### src/rtl/syn_mod_assembly.sv
module syn_mod_assembly #(
  parameter int VW      = 8,
  parameter int PW      = 8,
  parameter int H_TH    = 8,
  parameter int P_TH    = 8,
  parameter int LEAK    = 1,
  parameter int W_PH    = 2,
  parameter int W_SELF  = 16,
  parameter int W_INH   = 32,
  parameter int W_DIR   = 3,
  parameter int W_POT   = 6,
  parameter int W_DEP   = 6,
  parameter int W_RELAY = 9,
  parameter int W_EXT   = 9,
  parameter logic [15:0] SEED = 16'hACE1
) (
  input  logic          clk,
  input  logic          rst_n,
  input  logic          tick,
  input  logic          pre_spk,
  input  logic          post_ext,
  input  logic [1:0]    mode,
  input  logic [PW-1:0] inh_prob,
  output logic          post_spk,
  output logic          helper_active
);
  localparam int VMAX = (1 << VW) - 1;
  localparam logic [1:0] M_POT = 2'd0, M_DEP = 2'd1, M_PROL = 2'd2, M_GATE = 2'd3;

  logic [15:0]   rng;
  logic [VW-1:0] vh, vp;
  logic          hq, pq, gq;
  logic          inh, helper_in;
  int            dh, dp, hterm;
  logic [VW:0]   h_nx, p_nx;

  function automatic logic [VW:0] step(input logic [VW-1:0] v, input int d, input int th);
    int s;
    s = int'(v) + d;
    if (s < 0) s = 0;
    if (s > VMAX) s = VMAX;
    if (s >= th) return {1'b1, {VW{1'b0}}};
    return {1'b0, VW'(s)};
  endfunction

  assign inh       = tick && (rng[PW-1:0] < inh_prob);
  assign helper_in = (mode == M_GATE) ? (pre_spk & gq) : pre_spk;

  always_comb begin
    case (mode)
      M_POT:   hterm = hq ? W_POT : 0;
      M_DEP:   hterm = hq ? -W_DEP : 0;
      default: hterm = hq ? W_RELAY : 0;
    endcase
    dh = (helper_in ? W_PH : 0) + (hq ? W_SELF : 0) - (inh ? W_INH : 0) - LEAK;
    dp = (((mode == M_POT) || (mode == M_DEP)) && pre_spk ? W_DIR : 0)
         + hterm + (post_ext ? W_EXT : 0) - LEAK;
    h_nx = step(vh, dh, H_TH);
    p_nx = step(vp, dp, P_TH);
  end

  always_ff @(posedge clk or negedge rst_n) begin
    if (!rst_n) begin
      rng <= SEED;
      vh  <= '0;
      vp  <= '0;
      hq  <= 1'b0;
      pq  <= 1'b0;
      gq  <= 1'b0;
    end else if (tick) begin
      rng <= {rng[14:0], rng[15] ^ rng[13] ^ rng[12] ^ rng[10]};
      vh  <= h_nx[VW-1:0];
      hq  <= h_nx[VW];
      vp  <= p_nx[VW-1:0];
      pq  <= p_nx[VW];
      gq  <= (mode == M_GATE) && (gq || pq);
    end
  end

  assign post_spk      = pq;
  assign helper_active = hq;


  outputs_hold_chk: assert property (@(posedge clk) disable iff (!rst_n)
    !tick |=> ($stable(post_spk) && $stable(helper_active)));

  helper_sustain_chk: assert property (@(posedge clk) disable iff (!rst_n)
    (tick && hq && !inh) |=> hq);

  helper_quench_chk: assert property (@(posedge clk) disable iff (!rst_n)
    (tick && inh) |=> !hq);

  depress_silent_chk: assert property (@(posedge clk) disable iff (!rst_n)
    (tick && mode == M_DEP && hq && !post_ext) |=> !post_spk);

  gate_block_chk: assert property (@(posedge clk) disable iff (!rst_n)
    (tick && mode == M_GATE && !gq && !hq) |=> !hq);

  gate_latch_chk: assert property (@(posedge clk) disable iff (!rst_n)
    (tick && mode == M_GATE && pq) |=> gq);
endmodule

### config.mk
export PLATFORM = sky130hd
export DESIGN_NAME = syn_mod_assembly
export DESIGN_NICKNAME = d
export VERILOG_FILES = /design/src/rtl/syn_mod_assembly.sv
export SDC_FILE = /design/constraint.sdc
export NUM_CORES = 1
export LEC_CHECK = 0
export ABC_AREA = 1
export BUFFER_PORTS_ARGS = -buffer_cell sky130_fd_sc_hd__buf_4
export CORE_MARGIN = 1
export CORE_UTILIZATION = 54
export CTS_CLUSTER_DIAMETER = 100
export CTS_CLUSTER_SIZE = 12
export DETAILED_ROUTE_END_ITERATION = 6
export GPL_TIMING_DRIVEN = 0
export PLACE_DENSITY_LB_ADDON = 0.2
export SYNTH_ARGS = -nofsm -noshare
export SYNTH_HDL_FRONTEND = slang
export SYNTH_SLANG_ARGS = --single-unit
### constraint.sdc
create_clock -name clk -period 7.61 [get_ports clk]
set_input_delay 0.3805 -clock clk [delete_from_list [all_inputs] [get_ports clk]]
set_output_delay 0.3805 -clock clk [all_outputs]
set_load 0.005 [all_outputs]
==> flow_metrics.tcl, run 1 <==
set metrics [dict create \
    avgSynthCellArea_sq_um 7.87 \
    cts_sinks 35 \
    grt_overflow_total 0 \
    finalMaxSlewViolations 0 \
    htreeDepth 2 \
    grt_setup_unrepaired "false" \
    cap_violations 0 \
    worstReg2RegStart "helper_active$_DFFE_PN0P_" \
    holdBufCountCts 0 \
    antenna_left 0 \
    fin_crit_sh_pct 48.6 \
    final_common_cell "inv_1" \
    fin_crit_ns 3.70 \
    numCtsBuffers 5 \
    fin_setup_tns_ns 0 \
    ctsResizeCount 0 \
    coreArea_sq_um 4880 \
    gp_congestion 0.855 \
    io_pins 17 \
    layout-drive-gt1-share_pct 12.8 \
    fin_area_sq_um 3150 \
    synthCells 360 \
    leakage_nw 1.72 \
    fp.dieH_um 74.4 \
    crit_path_end_kind "register" \
    max_freq_mhz 270 \
    cts-root-buf "clkbuf_8" \
    dieWidth_um 74.4 \
    wl_per_cell_um 11.4 \
    grt_max_degree 36 \
    cp_common_cell "nand2_1" \
    placed_area_sq_um 3040 \
    syn_nets 423 \
    vias 2212 \
    drt_iter0_drc 113 \
    cts_buffer_depth 2 \
    synth_top_cell_by_area "dfrtp_1" \
    hold_violations 0 \
    fp-row-count 25 \
    reg2reg_depth 23 \
    grt_pass1_vias 2115 \
    rr_endpoint "vp[2]$_DFFE_PN0P_" \
    tightest_slew_ns 0.484 \
    worst-setup-path-type "register to register" \
    antenna_found_initial 0 \
    track_usage_pct 20.8 \
    yosysTopAreaCellShare_pct 23.9 \
    slew_headroom_pct 67.7 \
    arrival_ns 3.92 \
    grt_pass1_wl_um 8760 \
    synth_seq_area_share_pct 31.3 \
    setup_viol 0 \
    firstDrtPassIters 4 \
    dp_hpwl_um 4040 \
    ir_drop_mv 0.167 \
    yosys_warnings 0 \
    ff2ff_setup_slack_ns 3.91 \
    cp_max_fo 5 \
    ys_types 30 \
    antennaDiodeCount 0 \
    start_kind "register" \
    clk_latency_ns 0.29 \
    viasPerCell 4.90 \
    clk_pin_slew_ns 0.07 \
    ys_seq_elements 35 \
    postCtsSetupRepairBufs 0 \
    critPathBufInv 3 \
    cpPeakStageDelay_ns 0.47 \
    io_buffers 16 \
    final.setup_skew_ns 0.00505 \
    drc 0 \
    run_status "finished, final reports clean" \
    synth_area_sq_um 2830 \
    routed_wirelength_um 5150 \
    crit_family "adder cells" \
    hold_path.class "input pin to async pin" \
    initial_utilization_pct 58.0 \
    synthToLayoutAreaGrowth_pct 11.2 \
    mostFrequentLayoutCells "85 x inv_1, 72 x nand2_1, 41 x ha_1" \
    cp.required_ns 7.84 \
    pwr_density_cell_nw_per_um2 284 \
    cts_tree "done" \
    crit_path_top_delay_cell "fa_1" \
    synth_area_leaders "dfrtp_1 24%, ha_1 18%, inv_1 11%, nand2_1 9.5%, dfstp_2 7.4%" \
    nets 446 \
    dieArea_sq_um 5540 \
    critical_path_cell_count 23 \
    critical_path.cell_chain "nand2_1 > ha_1 > fa_1 > inv_1 > ha_1 > inv_1 > fa_1 > inv_1 > nand2_1 > nand3_2 > nand2_2 > nand2_2 > a21oi_4 > ha_1 > nor2_1 > nand2_1 > nor2_1 > nand2_1 > nor2_2 > nand4_2 > nor2_4 > nand4_1 > nand2_1" \
]
[registers in the layout, summed over array words and instances (netlist names)]
name	flops
gq	1
helper_active	1
post_spk	1
rng	16
vh	8
vp	8
[synth_stat cells, drive strengths merged]
library cell,number
dfrtp,27
clkbuf,5
o21ai,22
ha,41
a21oi,14
inv,86
nand2,76
nand3,20
o21a,1
nand3b,1
a21boi,2
nor2,21
nand4,15
clkinv,1
dfstp,8
xnor2,8
and2,1
fa,7
nor3,2
buf,1
a211oi,1
[worst max path at each step]
| stage | slack (ns) | end | start |
|---|---|---|---|
| after global routing | 3.64 | vp[2]$_DFFE_PN0P_ | helper_active$_DFFE_PN0P_ |
| after detailed placement | 3.83 | vp[2]$_DFFE_PN0P_ | mode[1] |
| after CTS | 3.91 | vp[2]$_DFFE_PN0P_ | helper_active$_DFFE_PN0P_ |
| after global placement | 3.90 | vp[2]$_DFFE_PN0P_ | mode[1] |
| final | 3.91 | vp[2]$_DFFE_PN0P_ | helper_active$_DFFE_PN0P_ |
| after floorplan | 4.33 | vp[0]$_DFFE_PN0P_ | mode[1] |
[cell families after synthesis]
family / Yosys count / synth area share [%]
buffers and inverters: 93 / 12.6
flip-flops: 35 / 31.3
AND/OR/NAND/NOR: 136 / 22.5
AO/OA/AOI/OAI: 40 / 8.09
adder cells (fa/ha/maj): 48 / 23.1
XOR/XNOR: 8 / 2.47
[metrics by stage]
| stage | instances | utilization [%] | power [mW] | worst slack [ns] | hold WS, ns |
|---|---|---|---|---|---|
| CTS | 451 | 64.5 | 0.898 | 3.91 | 0.0400 |
| global placement | 443 | 62.2 | 0.710 | 3.90 | 0.355 |
| finish | 451 | 64.5 | 0.893 | 3.91 | 0.0286 |
| detailed placement | 443 | 62.2 | 0.726 | 3.83 | 0.355 |
| global route | 451 | 64.5 | 0.982 | 3.64 | 0.0585 |
| floorplan | 360 | - | 0.628 | 4.33 | 0.0849 |
[where the power goes]
part,switching (mW),internal [mW]
clock,0.0713,0.0975
combinational,0.272,0.200
sequential,0.0254,0.227
[per-layer routing]
| metal | vias up | wire, um | global-route usage, % |
|---|---|---|---|
| met5 | - | 0 | 0 |
| met4 | 0 | 60 | 5.87 |
| met3 | 7 | 121 | 3.39 |
| met2 | 31 | 2520 | 37.8 |
| met1 | 1004 | 2450 | 25.1 |
| li1 | 1170 | - | - |
[layout make-up]
class | count | area [sq um]
clock buffers | 5 | 68.8
fillers | 461 | 1730
multi-input cells | 232 | 1590
inverters | 87 | 327
flip-flops and latches | 35 | 886
clock inverters | 3 | 43.8
well taps | 67 | 83.8
plain buffers | 6 | 30.0
repair buffers | 16 | 120
[worst register-to-register path: stages (launching register included)]
cell and delay (ns):
dfrtp_1 0.46, nand2_1 0.10, ha_1 0.30, fa_1 0.47
inv_1 0.07, ha_1 0.22, inv_1 0.08, fa_1 0.40
inv_1 0.09, nand2_1 0.09, nand3_2 0.07, nand2_2 0.06
nand2_2 0.09, a21oi_4 0.06, ha_1 0.18, nor2_1 0.12
nand2_1 0.09, nor2_1 0.11, nand2_1 0.07, nor2_2 0.10
nand4_2 0.11, nor2_4 0.13, nand4_1 0.10, nand2_1 0.08
Power figures use the tool's default switching activity.
==> run 2, diff against run 1 <==
Settings changed: ABC_AREA 1 to 0.
Clock period 7.61 ns to 3.4 ns, I/O delays scaled along.
==> run 2 against run 1 <==
Effect of this change: the run now ends with negative setup slack left; sequential power rose to 2.6 times the previous value; final cell count down 15%; core utilization up 3.9 points; routed wire length down 7.3%; register-to-register slack worse by 4.0 ns; critical path depth down 4; power rose to 2.8 times the previous value; fmax up 5.3%; via count down 9.4%; die area down 6.0%; global-route usage down 0.64 points; highest routed layer unchanged.
==> flow_metrics.tcl, run 2 <==
set metrics [dict create \
    max_freq_mhz 285 \
    ys_types 45 \
    mostFrequentLayoutCells "53 x inv_1, 33 x ha_1, 27 x dfrtp_1" \
    drt_iter0_drc 53 \
    wl_per_cell_um 12.5 \
    io_pins 17 \
    htreeDepth 2 \
    arrival_ns 3.72 \
    drc 0 \
    cts-root-buf "clkbuf_8" \
    firstDrtPassIters 4 \
    track_usage_pct 20.1 \
    routed_wirelength_um 4780 \
    cp.required_ns 3.61 \
    cp_max_fo 4 \
    fp.dieH_um 72.1 \
    syn_nets 345 \
    ys_seq_elements 35 \
    setup_viol 4 \
    timing.final.ws_setup_ns -0.113 \
    synth_seq_area_share_pct 33.3 \
    dieWidth_um 72.1 \
    cap_violations 0 \
    met1_usage_pct 27.2 \
    synthArstFlopShare_pct 100 \
    ys.flop_type "dfrtp_1" \
    crit_path_top_delay_cell "fa_1" \
    cts_buffer_depth 2 \
    synthCells 282 \
    synth_area_leaders "dfrtp_1 25%, ha_1 19%, inv_1 8.1%, dfstp_2 7.9%, fa_1 5.3%" \
    grtUsageMet2_pct 30.9 \
    critPathBufInv 5 \
    grt_pass1_wl_um 8140 \
    violations "negative setup slack" \
    hold_violations 0 \
    grtUsageMet3_pct 4.44 \
    fin_area_sq_um 3230 \
    antennaDiodeCount 0 \
    grt_pass1_vias 1887 \
    final_common_cell "inv_1" \
    vias 2003 \
    dp_hpwl_um 3570 \
    multi_input_area_sq_um 1710 \
    crit_path_end_kind "register" \
    grt_setup_unrepaired "true" \
    critical_path.cell_chain "inv_2 > nor2_4 > inv_2 > ha_4 > fa_1 > inv_1 > ha_2 > inv_2 > fa_2 > nor2b_4 > o2111ai_2 > nand3_1 > nand2_1 > ha_1 > nand4b_1 > nor4_2 > o2111ai_2 > buf_4 > o22ai_4" \
    synth_top_cell_by_area "dfrtp_1" \
    gp_congestion 0.812 \
    power.total_mw 2.46 \
    dieArea_sq_um 5200 \
    clk_pin_slew_ns 0.07 \
    synthToLayoutAreaGrowth_pct 21.7 \
    antenna_left 0 \
    nFillCells 366 \
    antenna_found_initial 0 \
    leakage_nw 1.55 \
    viasPerCell 5.24 \
    ir_drop_mv 0.355 \
    layout.area.seq_sq_um 886 \
    crit_family "adder cells" \
    worst-setup-path-type "register to register" \
    initial_utilization_pct 56.2 \
    finalMaxSlewViolations 0 \
    cts_sinks 35 \
    cts_tree "done" \
    placed_area_sq_um 2890 \
    largest_register "rng" \
    synth_area_sq_um 2660 \
    fp-row-count 25 \
    reg_top3 "rng (16), vh (8), vp (8)" \
    run_status "finished with violations" \
    fin_crit_ns 3.51 \
    top_usage_layer "met2" \
    yosysMostFrequentCell "inv_1" \
    cpPeakStageDelay_ns 0.44 \
    ys_top_cells_by_count "57 x inv_1, 41 x ha_1, 27 x dfrtp_1" \
    tightest_slew_ns 0.630 \
    pwr_density_cell_nw_per_um2 761 \
    layout-drive-gt1-share_pct 26.3 \
    hold_path.class "input pin to register" \
    fin_crit_sh_pct 103 \
    yosysTopAreaCellShare_pct 25.4 \
    grt_overflow_total 0 \
    start_kind "register" \
    final.setup_skew_ns 0.00597 \
    grt_max_degree 36 \
    coreArea_sq_um 4720 \
    avgSynthCellArea_sq_um 9.42 \
    largest_reg_flops 16 \
    fin_hold_ws_ns 0.157 \
    synth_edf_count 0 \
    clk_latency_ns 0.29 \
    cp_common_cell "inv_2" \
    slew_headroom_pct 58.0 \
    numCtsBuffers 5 \
    io_buffers 16 \
    nets 377 \
    yosys_warnings 0 \
]
==> run 2: cell families (layout without fill, tap and decap cells) <==
kind of cell               Yosys count  count (layout)  share of synthesized area [%]
AOI/OAI and AO/OA                   55              55                           13.5
xor gates and xnor gates             3               3                          0.989
adders and majority gates           48              48                           24.6
buffers and inverters               61              94                           8.67
DFF                                 35              35                           33.3
muxes                               18              18                           7.58
and+or+nand+nor                     62              62                           11.4
==> run 2: per-layer routing <==
layer,routed length [um],part of all wire [%]
met5,0,0
met4,125,2.6
met3,146,3.1
met2,2200,46
met1,2310,48
==> run 2: area by class of cell <==
| type | count | area share [%] |
|---|---|---|
| plain buffers | 4 | 0.503 |
| repair buffers | 25 | 5.88 |
| multi-input cells | 186 | 52.8 |
| flip-flops and latches | 35 | 27.4 |
| well taps | 67 | 2.59 |
| inverters | 57 | 6.62 |
| clock inverters | 3 | 2.09 |
| clock buffers | 5 | 2.13 |
==> run 2: worst reg2reg max path: stages (launching register included) <==
cell and delay [ns]:
dfrtp_1 0.38, inv_2 0.07, nor2_4 0.09, inv_2 0.06, ha_4 0.24, fa_1 0.44
inv_1 0.07, ha_2 0.18, inv_2 0.04, fa_2 0.35, nor2b_4 0.14, o2111ai_2 0.12
nand3_1 0.13, nand2_1 0.06, ha_1 0.27, nand4b_1 0.11, nor4_2 0.18, o2111ai_2 0.23
buf_4 0.20, o22ai_4 0.10
==> run 2: where the power goes <==
part	total, mW	switching, mW	internal (mW)	leakage, nW
clock	0.449	0.157	0.292	0.0644
sequential	0.652	0.0834	0.568	0.437
combinational	1.36	0.705	0.653	1.05
total	2.46	0.946	1.51	1.55
==> run 2: path summary, 6_finish.rpt <==
path	slack, ns	to	cells past startpoint	startpoint
max in group asynchronous	2.70	rng[11]$_DFFE_PN1P_	2	rst_n
worst min-delay path	0.16	gq$_DFFE_PN0P_	3	mode[0]
worst max-delay path	-0.11	vp[1]$_DFFE_PN0P_	19	helper_active$_DFFE_PN0P_
min in group asynchronous	0.36	vh[1]$_DFFE_PN0P_	2	rst_n
worst max register to register	-0.11	vp[1]$_DFFE_PN0P_	19	helper_active$_DFFE_PN0P_
worst min register to register	0.48	vh[6]$_DFFE_PN0P_	2	vh[6]$_DFFE_PN0P_
==> run 2: per-stage QoR <==
| stage | util [%] | worst slack (ns) | cells | setup TNS [ns] |
|---|---|---|---|---|
| finish | 68.5 | -0.113 | 382 | -0.290 |
| global route | 68.5 | -0.340 | 382 | -1.44 |
| CTS | 66.2 | -0.178 | 379 | -0.638 |
| detailed placement | 61.2 | -0.377 | 365 | -1.43 |
| global placement | 61.2 | -0.314 | 365 | -1.13 |
| floorplan | - | -0.0165 | 282 | -0.0165 |
==> run 2: what timing repair did <==
item                                   4_1_cts  5_1_grt
setup endpoints to repair                    7        8
buffers inserted                             5        3
pin swaps                                   15       14
hold buffers                                 1        0
cloned                                       0        0
gates resized for setup                     13       16
endpoints found under the hold margin       27        0
